===== config.mk =====
export PLATFORM = sky130hd
export DESIGN_NAME = pc_branch_unit
export DESIGN_NICKNAME = d
export VERILOG_FILES = /design/src/rtl/pcb_pkg.sv /design/src/rtl/pcb_cond.sv /design/src/rtl/pcb_target.sv /design/src/rtl/pcb_reg.sv /design/src/rtl/pc_branch_unit.sv
export SDC_FILE = /design/constraint.sdc
export NUM_CORES = 1
export LEC_CHECK = 0
export ABC_AREA = 1
export BUFFER_PORTS_ARGS = -buffer_cell sky130_fd_sc_hd__buf_2
export CORE_ASPECT_RATIO = 0.7
export CORE_MARGIN = 2
export CORE_UTILIZATION = 49
export CTS_BUF_LIST = sky130_fd_sc_hd__clkbuf_4 sky130_fd_sc_hd__clkbuf_8
export DETAILED_ROUTE_END_ITERATION = 10
export HOLD_SLACK_MARGIN = 0.06
export PLACE_DENSITY = 0.82
export SLEW_MARGIN = 20
export SYNTH_ARGS = -nofsm -noshare
export SYNTH_HDL_FRONTEND = slang
export SYNTH_SLANG_ARGS = --single-unit

===== constraint.sdc =====
create_clock -name clk -period 4.07 [get_ports clk]
set_input_delay 0.814 -clock clk [delete_from_list [all_inputs] [get_ports clk]]
set_output_delay 0.814 -clock clk [all_outputs]
set_load 0.005 [all_outputs]

===== src/rtl/pcb_pkg.sv =====
// Package: shared types for the program-counter block.
// Assumes a 3-bit branch-kind code produced by the instruction decoder.
package pcb_pkg;
    localparam int KIND_W = 3;

    typedef enum logic [KIND_W-1:0] {
        BK_NONE = 3'd0,
        BK_EQ   = 3'd1,
        BK_NE   = 3'd2,
        BK_LT   = 3'd3,
        BK_GE   = 3'd4,
        BK_LTU  = 3'd5,
        BK_GEU  = 3'd6,
        BK_RSVD = 3'd7
    } br_kind_e;
endpackage


===== src/rtl/pcb_cond.sv =====
// Branch condition evaluator.
// Decides from the branch kind and two operands whether a branch is taken.
// SHARED_SUB=1 derives equality, unsigned and signed less-than from a single
// XLEN+1 bit subtraction; SHARED_SUB=0 uses separate comparators.
// Assumes operands are stable for the whole cycle; output is purely combinational.
module pcb_cond
    import pcb_pkg::*;
#(
    parameter int XLEN       = 32,
    parameter bit SHARED_SUB = 1'b1
) (
    input  logic [KIND_W-1:0] kind_i,
    input  logic [XLEN-1:0]   a_i,
    input  logic [XLEN-1:0]   b_i,
    output logic              taken_o
);
    localparam int MSB = XLEN - 1;

    logic is_eq;
    logic is_ltu;
    logic is_lts;

    generate
        if (SHARED_SUB) begin : g_shared
            logic [XLEN:0] diff;
            // One subtractor: borrow gives unsigned order, zero result gives equality.
            always_comb begin
                diff   = {1'b0, a_i} - {1'b0, b_i};
                is_eq  = (diff[MSB:0] == '0);
                is_ltu = diff[XLEN];
                is_lts = (a_i[MSB] ^ b_i[MSB]) ? a_i[MSB] : diff[XLEN];
            end
        end else begin : g_split
            // Independent comparators for each relation.
            always_comb begin
                is_eq  = (a_i == b_i);
                is_ltu = (a_i < b_i);
                is_lts = ($signed(a_i) < $signed(b_i));
            end
        end
    endgenerate

    // Select the relation that the branch kind asks for.
    always_comb begin
        unique case (br_kind_e'(kind_i))
            BK_EQ:   taken_o = is_eq;
            BK_NE:   taken_o = !is_eq;
            BK_LT:   taken_o = is_lts;
            BK_GE:   taken_o = !is_lts;
            BK_LTU:  taken_o = is_ltu;
            BK_GEU:  taken_o = !is_ltu;
            default: taken_o = 1'b0;
        endcase
    end

    // Non-branch kinds never redirect the PC.
    always_comb begin
        if (kind_i == BK_NONE || kind_i == BK_RSVD)
            assert_none_quiet_R8: assert (!taken_o);
    end

    // Equal operands are never strictly less than each other.
    always_comb begin
        if (a_i == b_i && (kind_i == BK_LT || kind_i == BK_LTU))
            assert_equal_not_less_R6: assert (!taken_o);
    end
endmodule


===== src/rtl/pcb_target.sv =====
// Address arithmetic: sequential successor and word-aligned branch target.
// Assumes instructions are XLEN bits wide and the PC addresses bytes.
module pcb_target #(
    parameter int XLEN = 32
) (
    input  logic [XLEN-1:0] pc_i,
    input  logic [XLEN-1:0] imm_i,
    output logic [XLEN-1:0] seq_o,
    output logic [XLEN-1:0] tgt_o
);
    localparam int              INSTR_BYTES = XLEN / 8;
    localparam logic [XLEN-1:0] STEP        = XLEN'(INSTR_BYTES);
    localparam logic [XLEN-1:0] LOW_MASK    = XLEN'(INSTR_BYTES - 1);

    // Form both candidate next addresses.
    always_comb begin
        seq_o = pc_i + STEP;
        tgt_o = (pc_i + imm_i) & ~LOW_MASK;
    end

    // The target always lands on an instruction boundary.
    always_comb begin
        assert_target_aligned_R3: assert ((tgt_o & LOW_MASK) == '0);
    end
endmodule


===== src/rtl/pcb_reg.sv =====
// PC state register with synchronous active-low reset to zero.
// Assumes next_i is already chosen between sequential and branch addresses.
module pcb_reg #(
    parameter int XLEN = 32
) (
    input  logic            clk,
    input  logic            rst_n,
    input  logic [XLEN-1:0] next_i,
    output logic [XLEN-1:0] pc_o
);
    // Hold the fetch address; clear it when reset is low.
    always_ff @(posedge clk) begin
        if (!rst_n) pc_o <= '0;
        else        pc_o <= next_i;
    end

    // A reset edge always leaves the PC at zero.
    assert_reset_zero_R1: assert property (@(posedge clk) !rst_n |=> pc_o == '0);

    // After reset the PC stays word aligned.
    assert_pc_aligned_R9: assert property (@(posedge clk) disable iff (!rst_n)
        pc_o[1:0] == 2'b00);
endmodule


===== src/rtl/pc_branch_unit.sv =====
// Program counter with conditional branch redirect.
// Combines the condition evaluator, address arithmetic and the PC register.
// Assumes br_kind, opa, opb and imm describe the instruction at pc_q.
module pc_branch_unit
    import pcb_pkg::*;
#(
    parameter int XLEN       = 32,
    parameter bit SHARED_SUB = 1'b1
) (
    input  logic              clk,
    input  logic              rst_n,
    input  logic [KIND_W-1:0] br_kind,
    input  logic [XLEN-1:0]   opa,
    input  logic [XLEN-1:0]   opb,
    input  logic [XLEN-1:0]   imm,
    output logic [XLEN-1:0]   pc_q,
    output logic [XLEN-1:0]   target,
    output logic              taken
);
    logic [XLEN-1:0] seq_addr;
    logic [XLEN-1:0] next_pc;

    pcb_cond #(.XLEN(XLEN), .SHARED_SUB(SHARED_SUB)) u_cond (
        .kind_i  (br_kind),
        .a_i     (opa),
        .b_i     (opb),
        .taken_o (taken)
    );

    pcb_target #(.XLEN(XLEN)) u_target (
        .pc_i  (pc_q),
        .imm_i (imm),
        .seq_o (seq_addr),
        .tgt_o (target)
    );

    // Choose the redirect target or the sequential successor.
    always_comb begin
        next_pc = taken ? target : seq_addr;
    end

    pcb_reg #(.XLEN(XLEN)) u_reg (
        .clk    (clk),
        .rst_n  (rst_n),
        .next_i (next_pc),
        .pc_o   (pc_q)
    );

    // Sequential flow advances by one instruction word.
    assert_step_four_R2: assert property (@(posedge clk) disable iff (!rst_n)
        !taken |=> pc_q == $past(pc_q) + XLEN'(4));

    // A taken branch lands on the target seen before the edge.
    assert_redirect_R4: assert property (@(posedge clk) disable iff (!rst_n)
        taken |=> pc_q == $past(target));
endmodule


==> results of run 1 <==
## cell type report
cell class | count | area share (%)
clock inverters | 3 | 0.527
flip-flops and latches | 30 | 7.90
repair buffers | 170 | 11.6
well taps | 166 | 2.73
inverters | 261 | 12.9
multi-input cells | 935 | 63.5
clock buffers | 5 | 0.905
## through the flow
| stage | cells | utilization (%) | instance area [µm²] |
|---|---|---|---|
| detailed placement | 1562 | 57.2 | 7440 |
| global route | 1570 | 58.5 | 7600 |
| floorplan | 1240 | - | 6470 |
| CTS | 1570 | 58.1 | 7550 |
| global placement | 1562 | 57.2 | 7440 |
| finish | 1570 | 58.5 | 7600 |
## power groups by stage
stage	registers, mW	logic, mW	clock network [mW]
after global routing	0.430	1.66	0.332
final	0.424	1.47	0.315
after global placement	0.425	1.42	0
after detailed placement	0.427	1.42	0
after CTS	0.421	1.43	0.318
after floorplan	0.410	0.959	0
## Yosys cell counts (9+ instances only)
library cell and n:
inv_1 259, nand4_1 23, nand2_1 420, buf_4 9, o21ai_0 22, xnor2_1 19
ha_1 62, a21oi_1 57, nand3_1 59, dfxtp_1 30, nor2_1 166, xor2_1 38
nor3_1 22
## cells in the final DEF (no fill, tap or decap), types with 5 or more instances in the layout
cell type  netlist  final
nor4_1           6      6
nand3_1         59     57
dfxtp_1         30     30
a21oi_1         57     54
o21ai_0         22     20
xor2_1          38     38
nand2_1        420    416
a21o_1           5      5
nand4_1         23     23
nor2_1         166    165
xnor2_1         19     19
buf_4            9     11
inv_1          259    259
clkbuf_8         0      5
buf_2            1    159
ha_1            62     62
nor3_1          22     21
## critical path: stages
cell	delay, ns
buf_2	0.10
ha_1	0.24
inv_1	0.12
fa_2	0.24
o21ai_2	0.08
nand2_1	0.07
nand2_1	0.11
a21oi_1	0.23
inv_1	0.13
nand2_1	0.08
nand2_1	0.08
a21oi_1	0.32
o21bai_1	0.17
xnor2_1	0.21
inv_1	0.06
buf_2	0.12
## path summary, 6_finish.rpt
check / from / cells after the start / to
max: imm[2] / 16 / target[24]
min: u_reg.pc_o[2]$_SDFF_PN0_ / 3 / u_reg.pc_o[2]$_SDFF_PN0_
min reg2reg: u_reg.pc_o[2]$_SDFF_PN0_ / 3 / u_reg.pc_o[2]$_SDFF_PN0_
max reg2reg: u_reg.pc_o[2]$_SDFF_PN0_ / 13 / u_reg.pc_o[28]$_SDFF_PN0_
## cell families (layout without fill, tap and decap cells)
| logic type | after synthesis | after routing | share of synthesized area, % |
|---|---|---|---|
| adder cells (fa/ha/maj) | 64 | 64 | 12.6 |
| AND/OR/NAND/NOR | 709 | 709 | 44.7 |
| other | 1 | 4 | 0.0581 |
| flip-flops | 30 | 30 | 9.30 |
| AO/OA/AOI/OAI | 101 | 101 | 8.70 |
| buffers and inverters | 275 | 439 | 16.9 |
| XOR/XNOR | 57 | 57 | 7.73 |
## layer usage
layer  vias to the layer above  share of wire (%)  global-route usage, %
met5                         -                  0                      0
met4                         0               0.94                   3.15
met3                        21                 10                   6.06
met2                       346                 37                   39.6
met1                      3450                 51                   43.9
li1                       4119                  -                      -
==> reports/qor.log, run 1 <==
qor: grt.grt_pass1_vias 6,757
qor: flow_run.drv.max_cap_violation_count 0
qor: synth.post_synth_instance_area 0.00646 mm²
qor: grt.pin_count_of_the_biggest_net_entering_global_routing 61
qor: worst_setup_path.timing.critical_path.required 3.26 ns
qor: synth.syn-instance-count 1,237
qor: power.power.density 291 mW/mm²
qor: synth.post_synth_main_area_contributors nand2_1 (24%), inv_1 (15%), ha_1 (12%), nor2_1 (9.6%), dfxtp_1 (9.3%)
qor: worst_setup_path.worst_setup_ep_type primary output
qor: power.power.ir.vdd_worst 0.181 mV
qor: power.seqPwrFrac 19.2%
qor: worst_setup_path.reg2reg_slack 0.94 ns
qor: worst_setup_path.critPathLaunchType input port
qor: synth.postSynthAreaPerCell 5.22 µm²
qor: clock_network.clockBufferDepth 2
qor: power.clockPowerShare 14.3%
qor: cells_and_area.largest_reg_flops 30
qor: placement.dpl.hpwl 17.0 mm
qor: floorplanning.pin_count 166
qor: timing.finalSetupTns 0 ns
qor: cells_and_area.registers_with_the_most_flip_flops u_reg.pc_o: 30 flops
qor: clock_network.ctsResizeCount 0
qor: synth.synth_top_area_share 24.4%
qor: timing.worstMarginPinSlew 0.645 ns
qor: power.power.share.combinational 66.6%
qor: timing.timing_max_transition_violations_final 0
qor: drt.drt-vias-per-instance 5.05
qor: timing.setup-violations-final 0
qor: grt.globalRouteOverflowTotal 0
qor: floorplanning.die_h 100 µm
qor: worst_setup_path.worstPathArrival 3.16 ns
qor: cells_and_area.max_flop_register u_reg.pc_o
qor: grt.antenna_violations_before_repair 0
qor: cells_and_area.seqCellArea 601 µm²
qor: clock_network.cts_htree_levels 2
qor: drt.detail_route.iter0.violations 699
qor: placement.gp_routability_congestion 1.04
qor: timing.worst_hold_slack 0.592 ns
qor: drt.route.detailed.wl_per_inst 12.8 µm
qor: synth.synth_cell_types 39
qor: drt.route.vias.total 7,936
qor: timing.postLayoutSetupSlackWorst 0.0982 ns
qor: timing.max_freq 252 MHz
qor: cells_and_area.multi_input_area 0.00483 mm²
qor: clock_network.clk_transition_reported_paths 0.07 ns
qor: timing.worst_slew_margin_rel 56.6%
qor: power.internal-power 1.10 mW
qor: worst_setup_path.worstSetupPathType in -> out
qor: clock_network.root_buffer clkbuf_8
qor: power.power.static_leakage 4.72 nW
qor: cells_and_area.area_growth_syn_to_layout 17.7%
qor: grt.global_route.usage.total 28.0%
qor: timing.final_period_minus_worst_setup_slack 3.97 ns
qor: floorplanning.design.die.area 0.0141 mm²
qor: timing.setup_repair_after_global_routing_missed_its_margin false
qor: drt.remaining_drc_errors 0
qor: clock_network.numClockSinks 30
qor: synth.number_of_enable_flip_flop_cells_after_synthesis 0
qor: outcome.run_status complete, no violations
qor: drt.drt_pre_antenna_iters 7
qor: cells_and_area.drive_above_1_share 14.2%
qor: synth.synth_warnings 0
qor: power.post-layout-total-power 2.21 mW
qor: clock_network.cts_tree built
qor: clock_network.insertion_delay_of_the_later_clocked_pin_in_the_worst_skew_pair 0.30 ns
qor: floorplanning.initial_utilization 49.6%
qor: timing.fin_skew 0.00266 ns
qor: power.p_switching 1.11 mW
qor: cells_and_area.diodes 0
qor: synth.synth_top_cell_by_area nand2_1
qor: clock_network.setup_repair_bufs_after_cts 0
qor: cells_and_area.fillCellCount 1,345
qor: placement.pre_cts_slack 0.0641 ns
qor: synth.ys_seq_area_share 9.30%
qor: power.swShare 50.2%
qor: worst_setup_path.critPathMaxFanout 3
qor: clock_network.cts_buffers 5
qor: synth.async_reset_ff_share 0%
qor: synth.flops_latches_synth 30
qor: timing.hold_viol_final 0
qor: floorplanning.row_count 35
qor: worst_hold_path.hold_path_class reg -> reg
qor: clock_network.cts_hold_buffers 0
qor: floorplanning.area_of_the_placeable_core 0.0130 mm²
qor: drt.drt_wl_total 20.1 mm
qor: floorplanning.die-width 141 µm
qor: placement.port-buffer-count 159
qor: synth.synth_top_flop_cell dfxtp_1
qor: drt.drt.antenna.violating_nets 0
qor: grt.grt_pass1_wl 32.1 mm
qor: cells_and_area.nNetsFinal 1,568
qor: timing.layout_worst_path_cycle_share 97.6%
(Power assumes the default switching activity.)
==> run 2: changes to the inputs <==
- clock period: 4.07 -> 4 ns (I/O delays scaled with it)
==> run 2 against run 1 <==
Against the previous run:
- cell count up 0.13%
- via count down 1.7%
- core utilization grew 0.45 points
- clock power increased by 4%
- worst setup slack gained 0.041 ns
- sequential share of layout area is 0.061 points lower
- clock skew grew 0.0064 ns
- global-route usage is 0.52 points lower
- register-to-register slack worse by 0.15 ns
- count of clock-buffer cells in the layout unchanged
- wire length is 0.78% lower
==> reports/qor.log, run 2 (same netlist as run 1, synthesis figures left out) <==
qor: outcome.run_status complete, no violations
qor: grt.pin_count_of_the_biggest_net_entering_global_routing 61
qor: timing.fin_skew 0.00904 ns
qor: floorplanning.pin_count 166
qor: worst_setup_path.critPathLaunchType input port
qor: placement.port-buffer-count 159
qor: clock_network.clk_transition_reported_paths 0.08 ns
qor: worst_setup_path.critPathMaxFanout 3
qor: timing.worstMarginPinSlew 0.743 ns
qor: timing.setup-violations-final 0
qor: floorplanning.die-width 141 µm
qor: grt.global_route.usage.total 27.5%
qor: cells_and_area.most_frequent_cells_in_the_layout nand2_1 (416), inv_1 (258), nor2_1 (160)
qor: grt.globalRouteOverflowTotal 0
qor: power.post-layout-total-power 2.26 mW
qor: timing.timing_max_transition_violations_final 0
qor: worst_setup_path.worst_setup_ep_type primary output
qor: placement.pre_cts_slack 0.0443 ns
qor: timing.layout_worst_path_cycle_share 96.5%
qor: worst_setup_path.worstPathArrival 3.06 ns
qor: clock_network.cts_buffers 5
qor: clock_network.clockBufferDepth 2
qor: power.power.ir.vdd_worst 0.171 mV
qor: grt.grt_pass1_vias 6,624
qor: cells_and_area.final_util 58.9%
qor: cells_and_area.fillCellCount 1,378
qor: drt.drt.antenna.violating_nets 0
qor: worst_hold_path.timing.hold.worst_endpoint u_reg.pc_o[2]$_SDFF_PN0_
qor: grt.antenna_violations_before_repair 0
qor: floorplanning.die_h 100 µm
qor: worst_setup_path.r2r-start u_reg.pc_o[2]$_SDFF_PN0_
qor: worst_setup_path.regToRegEndpoint u_reg.pc_o[28]$_SDFF_PN0_
qor: clock_network.cts_tree built
qor: cells_and_area.post-route-cell-area 0.00766 mm²
qor: cells_and_area.max_flop_register u_reg.pc_o
qor: timing.max_freq 259 MHz
qor: drt.drt_pre_antenna_iters 5
qor: cells_and_area.seqCellArea 601 µm²
qor: cells_and_area.multi_input_area 0.00487 mm²
qor: floorplanning.row_count 35
qor: clock_network.root_buffer clkbuf_8
qor: flow_run.drv.max_cap_violation_count 0
qor: cells_and_area.registers_with_the_most_flip_flops u_reg.pc_o: 30 flops
qor: cells_and_area.layout.cells.most_common nand2_1
qor: worst_hold_path.hold_path_class reg -> reg
qor: power.power.density 295 mW/mm²
qor: clock_network.cts_hold_buffers 0
qor: timing.worst_slew_margin_rel 50.0%
qor: drt.drt-vias-per-instance 4.96
qor: worst_setup_path.worst_r2r_path_depth 13
qor: placement.placed_area 0.00746 mm²
qor: worst_hold_path.hold_depth 3
qor: drt.route.vias.total 7,803
qor: cells_and_area.nNetsFinal 1,570
qor: clock_network.numClockSinks 30
qor: timing.hold_viol_final 0
qor: worst_setup_path.worstSetupPathType in -> out
qor: clock_network.insertion_delay_of_the_later_clocked_pin_in_the_worst_skew_pair 0.30 ns
qor: power.power.static_leakage 4.74 nW
qor: timing.final_period_minus_worst_setup_slack 3.86 ns
qor: drt.drt_wl_total 19.9 mm
qor: timing.postLayoutSetupSlackWorst 0.140 ns
qor: cells_and_area.drive_above_1_share 15.2%
qor: drt.remaining_drc_errors 0
qor: worst_setup_path.timing.critical_path.required 3.20 ns
qor: grt.grt_pass1_wl 31.6 mm
qor: placement.gp_routability_congestion 1.03
qor: clock_network.cts_htree_levels 2
qor: placement.dpl.hpwl 16.9 mm
qor: cells_and_area.area_growth_syn_to_layout 18.7%
qor: floorplanning.initial_utilization 49.6%
qor: worst_hold_path.hold_path.startpoint u_reg.pc_o[2]$_SDFF_PN0_
qor: cells_and_area.diodes 0
qor: worst_setup_path.reg2reg_slack 0.79 ns
qor: floorplanning.design.die.area 0.0141 mm²
qor: floorplanning.area_of_the_placeable_core 0.0130 mm²
qor: drt.route.detailed.wl_per_inst 12.7 µm
qor: drt.detail_route.iter0.violations 620
qor: cells_and_area.largest_reg_flops 30
run 2: worst max-delay path, cell delays in order:
cell	delay, ns
buf_2	0.08
ha_1	0.21
inv_1	0.09
fa_1	0.42
o21ai_2	0.17
nand2_1	0.07
nand2_1	0.12
nand3_1	0.08
nand2_1	0.11
nand2_1	0.07
nand2_1	0.12
a21oi_1	0.12
o21ai_0	0.21
xnor2_1	0.20
inv_1	0.06
buf_2	0.13
run 2: through the flow:
| stage | hold slack (ns) | setup TNS (ns) | cells |
|---|---|---|---|
| 6_report | 0.588 | 0 | 1572 |
| 5_1_grt | 0.641 | -0.00540 | 1572 |
| 4_1_cts | 0.601 | 0 | 1572 |
| 3_5_place_dp | 0.583 | 0 | 1564 |
| 3_3_place_gp | 0.559 | 0 | 1564 |
| 2_1_floorplan | 0.531 | 0 | 1240 |
run 2: worst max path at each step:
stage / from / end / slack, ns / cells past startpoint
finish: imm[2] / target[26] / 0.14 / 16
global route: imm[2] / target[24] / -0.005 / 16
CTS: imm[2] / target[24] / 0.02 / 16
detailed placement: opa[0] / taken / 0.04 / 19
global placement: opa[0] / taken / 0.07 / 19
floorplan: opa[0] / taken / 0.41 / 18
run 2: cell type report:
class                   count  area share [%]
well taps                 166            2.71
repair buffers            172            11.7
clock buffers               5           0.898
clock inverters             3           0.523
inverters                 261            12.8
multi-input cells         935            63.6
flip-flops and latches     30            7.84
run 2: report_power, final:
part | total (mW) | internal (mW) | switching (mW)
Combinational | 1.50 | 0.594 | 0.908
Clock | 0.328 | 0.184 | 0.145
Sequential | 0.427 | 0.348 | 0.0790
run 2: repair_timing:
action	CTS	global route
endpoints found under the hold margin	0	0
setup endpoints to repair	0	8
setup buffers	0	0
resized for setup	0	28
run 2: metal layers:
layer  track usage, %  part of all wire [%]  up-vias
li1                 -                     -     4118
met1             42.7                    51     3363
met2             38.6                    37      308
met3             7.20                    11       14
met4             2.62                  0.67        0
met5                0                     0        -
==> run 3: changes to the inputs <==
- PLACE_DENSITY: 0.82 -> 0.79
==> run 3 against run 2 <==
Against the previous run:
- final area rose by 1.0%
- sequential power is 0.9% higher
- die area stayed put
- cell count rose by 0.32%
- combinational power rose by 3%
- count of clock-buffer cells in the layout stayed put
- global-route usage rose by 0.66 points
- largest power group unchanged
==> reports/qor.log, run 3 (same netlist as run 1, synthesis figures left out) <==
qor: clock_network.clockBufferDepth 2
qor: drt.detail_route.iter0.violations 675
qor: power.power.density 296 mW/mm²
qor: cells_and_area.area_growth_syn_to_layout 19.9%
qor: cells_and_area.nNetsFinal 1,575
qor: power.seqPwrFrac 18.8%
qor: clock_network.root_buffer clkbuf_8
qor: drt.remaining_drc_errors 0
qor: flow_run.drv.max_cap_violation_count 0
qor: timing.max_freq 263 MHz
qor: timing.finalSetupTns 0 ns
qor: drt.drt_wl_total 20.1 mm
qor: worst_hold_path.hold_path_class reg -> reg
qor: timing.fin_skew 0.0116 ns
qor: worst_setup_path.worstSetupPathType in -> out
qor: cells_and_area.registers_with_the_most_flip_flops u_reg.pc_o: 30 flops
qor: power.power.share.combinational 67.2%
qor: power.power.ir.vdd_worst 0.168 mV
qor: placement.gp_routability_congestion 1.00
qor: clock_network.cts_buffers 5
qor: floorplanning.row_count 35
qor: worst_setup_path.critPathMaxFanout 3
qor: floorplanning.die-width 141 µm
qor: worst_setup_path.worst_setup_ep_type primary output
qor: worst_setup_path.timing.critical_path.required 3.20 ns
qor: clock_network.clk_transition_reported_paths 0.06 ns
qor: grt.globalRouteOverflowTotal 0
qor: floorplanning.pin_count 166
qor: timing.worstMarginPinSlew 0.687 ns
qor: cells_and_area.layout.cells.most_common nand2_1
qor: grt.antenna_violations_before_repair 0
qor: timing.final_period_minus_worst_setup_slack 3.80 ns
qor: timing.setup_repair_after_global_routing_missed_its_margin true
qor: floorplanning.area_of_the_placeable_core 0.0130 mm²
qor: timing.setup-violations-final 0
qor: timing.layout_worst_path_cycle_share 94.9%
qor: cells_and_area.diodes 0
qor: drt.drt-vias-per-instance 4.95
qor: power.internal-power 1.14 mW
qor: floorplanning.die_h 100 µm
qor: power.p_switching 1.14 mW
qor: cells_and_area.final_util 59.5%
qor: power.power.static_leakage 4.75 nW
qor: placement.dpl.hpwl 17.2 mm
qor: cells_and_area.most_frequent_cells_in_the_layout nand2_1 (414), inv_1 (258), nor2_1 (159), buf_2 (159), nand3_1 (56)
qor: outcome.run_status complete, no violations
qor: timing.worst_slew_margin_rel 53.8%
qor: worst_setup_path.worstPathArrival 3.00 ns
qor: placement.port-buffer-count 159
qor: placement.pre_cts_slack 0.0381 ns
qor: timing.hold_viol_final 0
qor: drt.route.vias.total 7,804
qor: grt.pin_count_of_the_biggest_net_entering_global_routing 61
qor: grt.global_route.usage.total 28.1%
qor: floorplanning.initial_utilization 49.6%
qor: clock_network.cts_tree built
qor: grt.grt_pass1_wl 32.1 mm
qor: cells_and_area.drive_above_1_share 16.3%
qor: floorplanning.design.die.area 0.0141 mm²
qor: timing.postLayoutSetupSlackWorst 0.202 ns
qor: drt.drt_pre_antenna_iters 5
qor: clock_network.numClockSinks 30
qor: power.swShare 50.0%
qor: power.clockPowerShare 14.0%
qor: drt.route.detailed.wl_per_inst 12.8 µm
qor: worst_setup_path.critPathLaunchType input port
qor: cells_and_area.largest_reg_flops 30
qor: timing.timing_max_transition_violations_final 0
qor: drt.drt.antenna.violating_nets 0
qor: cells_and_area.post_route_non_filler_standard_cell_count 1,577
qor: grt.grt_pass1_vias 6,673
qor: cells_and_area.max_flop_register u_reg.pc_o
qor: placement.placed_instances 1,568
qor: clock_network.cts_htree_levels 2
qor: clock_network.insertion_delay_of_the_later_clocked_pin_in_the_worst_skew_pair 0.30 ns
-- run 3: changes by cell type in the layout (fill, tap and decap cells not counted), moves of 2 or more --
| cell | before | now |
|---|---|---|
| nand2_1 | 416 | 414 |
| nor2_2 | 7 | 9 |
| buf_4 | 13 | 17 |
| ha_2 | 1 | 10 |
| nand2_2 | 4 | 6 |
| ha_1 | 61 | 52 |
-- run 3: worst max-delay path: stages --
cell and delay, ns:
buf_2 0.08, ha_1 0.18, inv_1 0.08, fa_1 0.42, o21ai_2 0.17, nand2_1 0.07, nand2_1 0.15, a21oi_2 0.09
inv_1 0.12, nand2_1 0.06, nand2_1 0.11, a21oi_2 0.10, o21bai_1 0.19, xnor2_1 0.19, inv_1 0.06, buf_2 0.12
-- run 3: final cells by class --
class / count / area, µm²
multi-input cells: 935 / 4900
fillers: 1360 / 5270
repair buffers: 177 / 943
clock inverters: 3 / 40.0
flip-flops and latches: 30 / 601
well taps: 166 / 208
clock buffers: 5 / 68.8
inverters: 261 / 980
-- run 3: final timing paths --
| kind | start | to | slack, ns | cells past startpoint |
|---|---|---|---|---|
| worst max-delay path | imm[2] | target[24] | 0.20 | 16 |
| worst min register to register | u_reg.pc_o[2]$_SDFF_PN0_ | u_reg.pc_o[2]$_SDFF_PN0_ | 0.57 | 3 |
| worst min-delay path | u_reg.pc_o[2]$_SDFF_PN0_ | u_reg.pc_o[2]$_SDFF_PN0_ | 0.57 | 3 |
| worst max register to register | u_reg.pc_o[2]$_SDFF_PN0_ | u_reg.pc_o[26]$_SDFF_PN0_ | 0.89 | 13 |
-- run 3: power groups by stage --
stage	Combinational [mW]	Sequential [mW]	Clock, mW
2_1_floorplan	0.976	0.417	0
5_1_grt	1.74	0.438	0.341
6_report	1.54	0.431	0.320
3_5_place_dp	1.47	0.434	0
4_1_cts	1.48	0.428	0.326
3_3_place_gp	1.46	0.433	0
-- run 3: repair_timing --
action                                  in CTS  in global routing
resized for setup                            0                 40
buffers inserted                             0                  1
endpoints found under the setup margin       0                  9
hold buffers                                 0                  0
-- run 3: routing by layer --
metal	share of wire, %	vias up	GRT usage [%]	wire [µm]
met4	0.76	0	3.23	153
li1	-	4135	-	-
met1	53	3346	44.8	10600
met3	10	13	6.06	2050
met2	36	310	38.9	7320
met5	0	-	0	0
-- run 3: metrics by stage --
step	cell area, µm²	power (mW)	hold WS (ns)
2_1_floorplan	6470	1.39	0.531
3_3_place_gp	7500	1.89	0.553
3_5_place_dp	7500	1.90	0.555
4_1_cts	7610	2.23	0.572
5_1_grt	7740	2.52	0.609
6_report	7740	2.29	0.573
